==> src/rtl/soak_pkg.sv <==
package soak_pkg;

  localparam int RATE_W = 2;
  localparam int LIM_W  = (2 ** RATE_W) - 1;

  typedef enum logic [RATE_W-1:0] {
    LEAK_EVERY_1 = 2'd0,
    LEAK_EVERY_2 = 2'd1,
    LEAK_EVERY_4 = 2'd2,
    LEAK_EVERY_8 = 2'd3
  } leak_rate_e;

  // Last value of the quiet-tick counter before a decrement is due.
  function automatic logic [LIM_W-1:0] leak_limit(input leak_rate_e rate);
    logic [LIM_W:0] one_hot;
    one_hot = '0;
    one_hot[rate] = 1'b1;
    return LIM_W'(one_hot - 1'b1);
  endfunction

endpackage

==> src/rtl/soak_rst_sync.sv <==
module soak_rst_sync #(
  parameter int STAGES = 2
) (
  input  logic clk_i,
  input  logic rst_ni,
  output logic rst_sync_no
);

  logic [STAGES-1:0] sync_q;
  logic [STAGES-1:0] sync_d;

  always_comb begin
    sync_d = {sync_q[STAGES-2:0], 1'b1};
  end

  always_ff @(posedge clk_i or negedge rst_ni) begin
    if (!rst_ni) begin
      sync_q <= '0;
    end else begin
      sync_q <= sync_d;
    end
  end

  assign rst_sync_no = sync_q[STAGES-1];

endmodule

==> src/rtl/soak_tick_gen.sv <==
module soak_tick_gen #(
  parameter int TICK_DIV = 4
) (
  input  logic clk_i,
  input  logic rst_ni,
  output logic tick_o
);

  localparam int CNT_W = (TICK_DIV > 1) ? $clog2(TICK_DIV) : 1;
  localparam logic [CNT_W-1:0] LAST = CNT_W'(TICK_DIV - 1);

  logic [CNT_W-1:0] cnt_q;
  logic [CNT_W-1:0] cnt_d;
  logic             wrap;

  always_comb begin
    wrap  = (cnt_q == LAST);
    cnt_d = wrap ? '0 : cnt_q + 1'b1;
  end

  always_ff @(posedge clk_i or negedge rst_ni) begin
    if (!rst_ni) begin
      cnt_q <= '0;
    end else begin
      cnt_q <= cnt_d;
    end
  end

  assign tick_o = wrap;

endmodule

==> src/rtl/soak_leak_div.sv <==
module soak_leak_div
  import soak_pkg::*;
(
  input  logic              clk_i,
  input  logic              rst_ni,
  input  logic              tick_i,
  input  logic              fail_i,
  input  logic [RATE_W-1:0] rate_i,
  output logic              leak_o
);

  logic [LIM_W-1:0] quiet_q;
  logic [LIM_W-1:0] quiet_d;
  logic [LIM_W-1:0] limit;
  logic             quiet_en;
  logic             due;

  always_comb begin
    limit    = leak_limit(leak_rate_e'(rate_i));
    due      = (quiet_q == limit);
    quiet_en = tick_i;
    quiet_d  = quiet_q;
    if (fail_i) begin
      quiet_d = '0;
    end else if (due) begin
      quiet_d = '0;
    end else begin
      quiet_d = quiet_q + 1'b1;
    end
  end

  always_ff @(posedge clk_i or negedge rst_ni) begin
    if (!rst_ni) begin
      quiet_q <= '0;
    end else if (quiet_en) begin
      quiet_q <= quiet_d;
    end
  end

  assign leak_o = tick_i & ~fail_i & due;

endmodule

==> src/rtl/soak_accum.sv <==
module soak_accum #(
  parameter int ACC_W = 8
) (
  input  logic             clk_i,
  input  logic             rst_ni,
  input  logic             tick_i,
  input  logic             fail_i,
  input  logic             leak_i,
  input  logic [ACC_W-1:0] hi_i,
  input  logic [ACC_W-1:0] lo_i,
  output logic [ACC_W-1:0] acc_o,
  output logic             flag_o
);

  logic [ACC_W-1:0] acc_q;
  logic [ACC_W-1:0] acc_d;
  logic             flag_q;
  logic             flag_d;
  logic             acc_en;

  always_comb begin
    acc_en = tick_i & (fail_i | leak_i);
    acc_d  = acc_q;
    if (tick_i && fail_i) begin
      acc_d = (acc_q >= hi_i) ? hi_i : acc_q + 1'b1;
    end else if (leak_i) begin
      acc_d = (acc_q == '0) ? '0 : acc_q - 1'b1;
    end
  end

  always_comb begin
    flag_d = flag_q;
    if (acc_d >= hi_i) begin
      flag_d = 1'b1;
    end else if (acc_d <= lo_i) begin
      flag_d = 1'b0;
    end
  end

  always_ff @(posedge clk_i or negedge rst_ni) begin
    if (!rst_ni) begin
      acc_q <= '0;
    end else if (acc_en) begin
      acc_q <= acc_d;
    end
  end

  always_ff @(posedge clk_i or negedge rst_ni) begin
    if (!rst_ni) begin
      flag_q <= 1'b0;
    end else begin
      flag_q <= flag_d;
    end
  end

  assign acc_o  = acc_q;
  assign flag_o = flag_q;

endmodule

==> src/rtl/ref_soak_guard.sv <==
module ref_soak_guard
  import soak_pkg::*;
#(
  parameter int ACC_W    = 8,
  parameter int TICK_DIV = 4
) (
  input  logic              clk_i,
  input  logic              rst_ni,
  input  logic              freq_fail_i,
  input  logic              cnt_fail_i,
  input  logic [ACC_W-1:0]  hi_thresh_i,
  input  logic [ACC_W-1:0]  lo_thresh_i,
  input  logic [RATE_W-1:0] decay_sel_i,
  output logic              guard_fail_o
);

  logic             rst_sync_n;
  logic             tick;
  logic             fail_any;
  logic             leak;
  logic [ACC_W-1:0] acc_q;

  assign fail_any = freq_fail_i | cnt_fail_i;

  soak_rst_sync #(.STAGES(2)) u_rst (
    .clk_i       (clk_i),
    .rst_ni      (rst_ni),
    .rst_sync_no (rst_sync_n)
  );

  soak_tick_gen #(.TICK_DIV(TICK_DIV)) u_tick (
    .clk_i  (clk_i),
    .rst_ni (rst_sync_n),
    .tick_o (tick)
  );

  soak_leak_div u_leak (
    .clk_i  (clk_i),
    .rst_ni (rst_sync_n),
    .tick_i (tick),
    .fail_i (fail_any),
    .rate_i (decay_sel_i),
    .leak_o (leak)
  );

  soak_accum #(.ACC_W(ACC_W)) u_acc (
    .clk_i  (clk_i),
    .rst_ni (rst_sync_n),
    .tick_i (tick),
    .fail_i (fail_any),
    .leak_i (leak),
    .hi_i   (hi_thresh_i),
    .lo_i   (lo_thresh_i),
    .acc_o  (acc_q),
    .flag_o (guard_fail_o)
  );

endmodule

==> config.mk <==
export PLATFORM = sky130hd
export DESIGN_NAME = ref_soak_guard
export DESIGN_NICKNAME = d
export VERILOG_FILES = /design/src/rtl/soak_pkg.sv /design/src/rtl/soak_rst_sync.sv /design/src/rtl/soak_tick_gen.sv /design/src/rtl/soak_leak_div.sv /design/src/rtl/soak_accum.sv /design/src/rtl/ref_soak_guard.sv
export SDC_FILE = /design/constraint.sdc
export NUM_CORES = 1
export LEC_CHECK = 0
export BUFFER_PORTS_ARGS = -buffer_cell sky130_fd_sc_hd__buf_2
export CAP_MARGIN = 20
export CORE_MARGIN = 4
export CORE_UTILIZATION = 35
export DETAILED_ROUTE_END_ITERATION = 16
export GPL_TIMING_DRIVEN = 0
export PLACE_DENSITY_LB_ADDON = 0.08
export SLEW_MARGIN = 20
export SYNTH_ARGS = -nofsm -noshare
export SYNTH_HDL_FRONTEND = slang
export SYNTH_SLANG_ARGS = --single-unit
export TNS_END_PERCENT = 10
==> constraint.sdc <==
create_clock -name clk_i -period 0.8 [get_ports clk_i]
set_clock_uncertainty 0.2 [all_clocks]
set_input_delay 0.16 -clock clk_i [delete_from_list [all_inputs] [get_ports clk_i]]
set_output_delay 0.16 -clock clk_i [all_outputs]
set_load 0.02 [all_outputs]
# Word level (Yosys, flattened, before mapping)
# Index checks and enable logic that the tools add are counted.
dict set report word_totals {
  ff_bits 16
  latch_bits 0
  ramBits 0
  romBits 0
  inputBits 22
  output_inout_bits 1
  wordCells 38
  memories 0
}
dict set report classes {
  add_sub_neg 5
  multipliers 0
  div 0
  n_lt_le_gt_ge 5
  n_eq_ne 2
  shifts 0
  n_mux 11
  n_bitwise 6
  reduce_logical 4
}
# op n
set ops {}
lappend ops {{8-bit 2-to-1 mux} 4}
lappend ops {{8-bit greater-or-equal comparator} 2}
lappend ops {{8-bit by 1-bit adder with 8-bit output, second input constant} 1}
lappend ops {{8-bit less-or-equal comparator} 1}
lappend ops {{8-bit logical NOT} 1}
lappend ops {{8-bit by 1-bit subtractor with 8-bit output, second input constant} 1}
lappend ops {{3-bit 2-to-1 mux} 2}
lappend ops {{3-bit by 1-bit adder with 3-bit output, second input constant} 1}
lappend ops {{1-bit bitwise AND} 3}
lappend ops {{3-bit == test} 1}
lappend ops {{2-bit by 3-bit < comparator with 1-bit output, second input constant} 1}
lappend ops {{1-bit 2-to-1 mux} 3}
lappend ops {{3-bit by 1-bit subtractor with 3-bit output, second input constant} 1}
lappend ops {{2-bit by 1-bit adder with 2-bit output, second input constant} 1}
lappend ops {{1-bit demux with 2-bit select} 1}
lappend ops {{2-bit == test, second input constant} 1}
lappend ops {{2-bit by 1-bit greater-or-equal comparator with 1-bit output, second input constant} 1}
lappend ops {{1-bit logical AND} 2}
lappend ops {{2-bit 2-to-1 mux} 1}
lappend ops {{1-bit OR} 2}
lappend ops {{2-bit nonzero test} 1}
lappend ops {{1-bit NOT} 1}

# Logic depth before layout (Yosys ltp)
dict set report logic_depth {
  word_depth 12
  depth_mapped 16
  ltp_nobuf 15
}

# Modules after synthesis
# A second synthesis with hierarchy kept.
dict set report hier_totals {
  cells_unflattened 216
  area_unflattened_um2 1786.7
}
# module n_inst cells_per_inst area_per_inst_um2 seq_area_each_um2
set modules_own_cells {}
lappend modules_own_cells {soak_accum 1 183 1458.9 225.2}
lappend modules_own_cells {soak_leak_div 1 25 201.4 75.1}
lappend modules_own_cells {soak_tick_gen 1 4 66.3 50.0}
lappend modules_own_cells {soak_rst_sync 1 3 53.8 50.0}
lappend modules_own_cells {ref_soak_guard 1 1 6.3 0.0}

# Worst setup path after synthesis
# No wires, ideal clock.
dict set report synth_path {
  kind {register to register}
  from {register u_acc.acc_q[0] (netlist: u_acc.acc_o[0])}
  to {register u_acc.flag_q (netlist: u_acc.flag_o)}
  setup_time_ns 0.133
  t_arrival_ns 3.242
  t_required_ns 0.467
  path_slack_ns -2.775
  path_stages_with_launch 17
  path_buffers 1
  period_less_slack_ns 3.575
  path_cell_list {dfrtp_1 inv_1 ha_1 nand2b_1 a2111o_1 a21oi_1 o21a_1 buf_6 mux2i_1 o21ai_0 ha_1 nor2b_1 o21a_1 o21ai_0 a21oi_1 a2111oi_0 o2bb2ai_1}
}
dict set report synth_via {
  elab_chain_len 6
}
# element line
set synth_lines {}
lappend synth_lines {{from (decl)} soak_accum.sv:15} ;# logic [ACC_W-1:0] acc_q;
lappend synth_lines {{from (signal assigned)} soak_accum.sv:42} ;# acc_q <= '0;
lappend synth_lines {{from (signal assigned)} soak_accum.sv:44} ;# acc_q <= acc_d;
lappend synth_lines {{8-bit by 1-bit subtractor with 8-bit output or 8-bit logical NOT (tied branches)} soak_accum.sv:27} ;# acc_d = (acc_q == '0) ? '0 : acc_q - 1'b1;
lappend synth_lines {{8-bit 2-to-1 mux} soak_accum.sv:27}
lappend synth_lines {{8-bit 2-to-1 mux} soak_accum.sv:26} ;# end else if (leak_i) begin
lappend synth_lines {{8-bit 2-to-1 mux *} soak_accum.sv:24} ;# if (tick_i && fail_i) begin
lappend synth_lines {{via u_acc.acc_d[1]} soak_accum.sv:16} ;# logic [ACC_W-1:0] acc_d;
lappend synth_lines {{8-bit greater-or-equal comparator or 8-bit less-or-equal comparator (tied branches)} {soak_accum.sv:33, soak_accum.sv:35}}
lappend synth_lines {{1-bit 2-to-1 mux or 2-bit nonzero test (tied branches)} --}
lappend synth_lines {{to (signal assigned)} soak_accum.sv:52} ;# flag_q <= flag_d;
lappend synth_lines {{to (decl)} soak_accum.sv:17} ;# logic flag_q;
# Mark *: on every way through the listed nets, which the timed path passes. The rest lies on a longest branch.
# A chain may end at the register's enable or synchronous reset.

# Worst setup path in the final report
dict set report layout_path {
  from {register u_acc.acc_q[0] (netlist: u_acc.acc_o[0])}
  to {register u_acc.flag_q (netlist: u_acc.flag_o)}
}
dict set report layout_via {
  elab_chain_len 6
}
# element line
set layout_lines {}
lappend layout_lines {{8-bit by 1-bit subtractor with 8-bit output or 8-bit logical NOT (tied branches)} soak_accum.sv:27}
lappend layout_lines {{8-bit 2-to-1 mux} soak_accum.sv:27}
lappend layout_lines {{8-bit 2-to-1 mux} soak_accum.sv:26}
lappend layout_lines {{8-bit 2-to-1 mux *} soak_accum.sv:24}
lappend layout_lines {{8-bit greater-or-equal comparator or 8-bit less-or-equal comparator (tied branches)} {soak_accum.sv:33, soak_accum.sv:35}}
lappend layout_lines {{1-bit 2-to-1 mux or 2-bit nonzero test (tied branches)} --}
# Mark *: on every way between the ends. The rest lies on a longest branch, timed or not.

==> results.md <==
- Status: finished, violations left
- Violated checks: negative hold slack, negative setup slack
- Seq/Total Area, Yosys: between 20 and 25%
- Slowest stage delay, CP: 0.42 ns
- Initial antenna violation count: 0
- Post-CTS Hold Fix Bufs: 1
- First-pass GRT wire length: ~7.7 mm
- Worst path top cell family by delay: compound AO/OA/AOI/OAI gates
- GRT Util Overall: 15.5%
- Ports: 23
- Endpoints failing setup: 15
- H-tree Lvls: 1
- Final net count: 285
- Post-Syn Instances: 197
- Clock transition at the registers of the reported paths: 0.08 ns
- Power Dens Cells: about 3000 nW/µm²
- Ys Warns: 0
- Placed cells: 286
- Critical R2R Launch: u_acc.acc_o[0]$_DFFE_PN0P_
- Net count after synthesis: 247
- DR iter-0 viols: 53
- Post-synth EDFFs: 0
- Die Span X: 78.9 µm
- Minimum clock period: 3.49 ns
- Post-route setup TNS: -19.80 ns
- Critical Path AT: 3.44 ns
- Leakage: 1.02 nW
- Die area: around 6200 µm²
- Vias per cell: 5.18
- Final hold vios: 16
- Critical path's slowest cell: a2111o_1
- Yosys reg bits: 16
- Placed cell areas: 1960 µm²
- Tot Pwr: 6.73 mW
- Avg Inst Size Synth: a little under 9 µm²
- CP Class: reg2reg
- R2R cell count: 16
- DP Wirelength: 3.52 mm
- Fmax: 287 MHz
- Final core occ: about 47%
- Die height: 78.9 µm
- Area of the core: 4790 µm²
- Synth Flop Type: dfrtp_1
- Clk_lat worst skew: 0.26 ns
- Syn Std Cell Area: 1760 µm²
- Site Rows: 25
- CP Launch Type: flop
- Port bufs: 22
- RSZ-0062 raised after global routing: yes
- R2r endpoint: u_acc.flag_o$_DFFE_PN0P_
- Final Max Slew Viols: 0
- # DRC: 0
- DR vias: 1558
- Final Cycle Share: 436%
- Max IR drop VDD: 1.49 mV
- Routed len/inst: 14.9 µm
- Pre-CTS setup slack: -2.99 ns
- Crit Path Max Fanout: 7
- Starting Density: 36.8%
- Worst Setup SP: u_acc.acc_o[0]$_DFFE_PN0P_
- CTS tree: built
- DRT Pass-1 Iters: 4
- Layout cells sized above 1: 31.6%
- Layout area overhead: 27.1%
- Clk buf depth: 2
- Vias in the first global route: 1620
- Synth unique cells: 46
- Post-route ant nets: 0
- Final worst slack: -2.69 ns
- GRT overflow: 0
- Most frequent CP cell: a21oi_2
- Post-route cell area: 2240 µm²
- Antenna diodes: 0
- CP Data Required Time: about 0.75 ns
- WHS: -0.0128 ns
- Detailed-route wire length: around 4.5 mm
- CP Buf/Inv Count: 2
- Cells along the critical path: inv_2 -> ha_4 -> nand2b_4 -> a2111o_1 -> a21oi_2 -> o21a_1 -> buf_6 -> a21oi_2 -> o311a_1 -> ha_1 -> nand2b_4 -> a21o_1 -> a21o_1 -> a21oi_2 -> o21ai_1 -> o2bb2ai_1
- Largest net degree at the start of global routing: 15
- Hold crit path type: reg2async
- Finished Layout Cells: 301
- Setup crit end kind: flop
- GP Congestion: 0.803
- Max-cap violations: 0
- Total clock sinks: 16
- CTS Root Cell: clkbuf_8
- FF-to-FF setup slack: -2.69 ns
- Total CTS buffers: 3
- Synth async-reset ratio: 100%
## worst max path at each step
stage | endpoint | slack (ns) | cells after the start
floorplan | u_acc.flag_o$_DFFE_PN0P_ | -2.58 | 16
global placement | u_acc.flag_o$_DFFE_PN0P_ | -3.00 | 15
detailed placement | u_acc.flag_o$_DFFE_PN0P_ | -2.99 | 15
CTS | u_acc.flag_o$_DFFE_PN0P_ | -2.75 | 16
global route | u_acc.flag_o$_DFFE_PN0P_ | -2.85 | 15
finish | u_acc.flag_o$_DFFE_PN0P_ | -2.69 | 16
## flip-flops by register name (all words and copies together) (netlist names)
| signal | cells |
|---|---|
| u_acc.flag_o | 1 |
| u_acc.acc_o | 8 |
| u_leak.quiet_q | 3 |
| u_rst.sync_q | 2 |
| u_tick.cnt_q | 2 |
## power by group
part           internal, mW  switching (mW)
Combinational          2.32            2.26
Clock                 0.439           0.355
Sequential             1.04           0.319
Total                  3.80            2.93
## cells in the mapped netlist, types with 2 or more instances
library cell,number,area share [%]
o311ai_0,2,0.99
xor2_1,2,0.99
o21a_1,3,1.3
nand2_1,13,2.8
nor2_1,13,2.8
a21oi_1,7,2.0
o221ai_1,6,3.0
ha_1,28,20
o21ai_0,13,3.7
mux2i_1,8,4.5
inv_1,19,4.0
nand4_1,4,1.4
o2bb2ai_1,4,2.0
a21o_1,4,1.7
xnor2_1,5,2.5
nand3_1,8,2.3
nor3_1,4,1.1
buf_6,5,3.2
and3_1,3,1.1
o21bai_1,3,1.3
dfrtp_1,16,23
nand2b_1,3,1.1
## layout by cell type, fill, tap and decap left out, drive strengths merged, types with 5 or more instances in the layout
cell type | synthesis | routed
buf | 5 | 37
mux2i | 8 | 8
nand2 | 13 | 13
nand3 | 8 | 8
o221ai | 6 | 6
ha | 28 | 28
inv | 19 | 19
a21oi | 7 | 7
clkbuf | 1 | 5
nor2 | 13 | 13
xnor2 | 5 | 5
dfrtp | 16 | 16
o21ai | 13 | 13
## area by class of cell
type / count / area (µm²)
sequential: 16 / 403
fill: 481 / 2550
multi-input combinational: 155 / 1360
timing repair buffer: 33 / 195
inverter: 19 / 71.3
tap: 67 / 83.8
buffer: 7 / 72.6
clock buffer: 4 / 55.1
## kinds of logic after synthesis
group,synth area share (%)
and+or+nand+nor,16.6
muxes,5.18
other,0.213
xor gates and xnor gates,3.48
buffers and inverters,7.95
DFF,22.7
AOI/OAI and AO/OA,23.9
adders and majority gates,19.9
## routing by layer
metal  GRT usage, %  share of wire [%]  vias to the layer above
met2           25.6                 45                       20
li1               -                  -                      803
met1           21.1                 51                      733
met3           3.40                3.3                        2
met4           2.75               0.33                        0
met5              0                  0                        -
## repair_timing
action                                 CTS  global route
setup endpoints to repair               29            15
pin swaps                               15             5
gates resized for setup                 16            20
setup buffers                            9             1
endpoints found under the hold margin    2             2
Note: power is estimated with default switching activity, not from simulation.
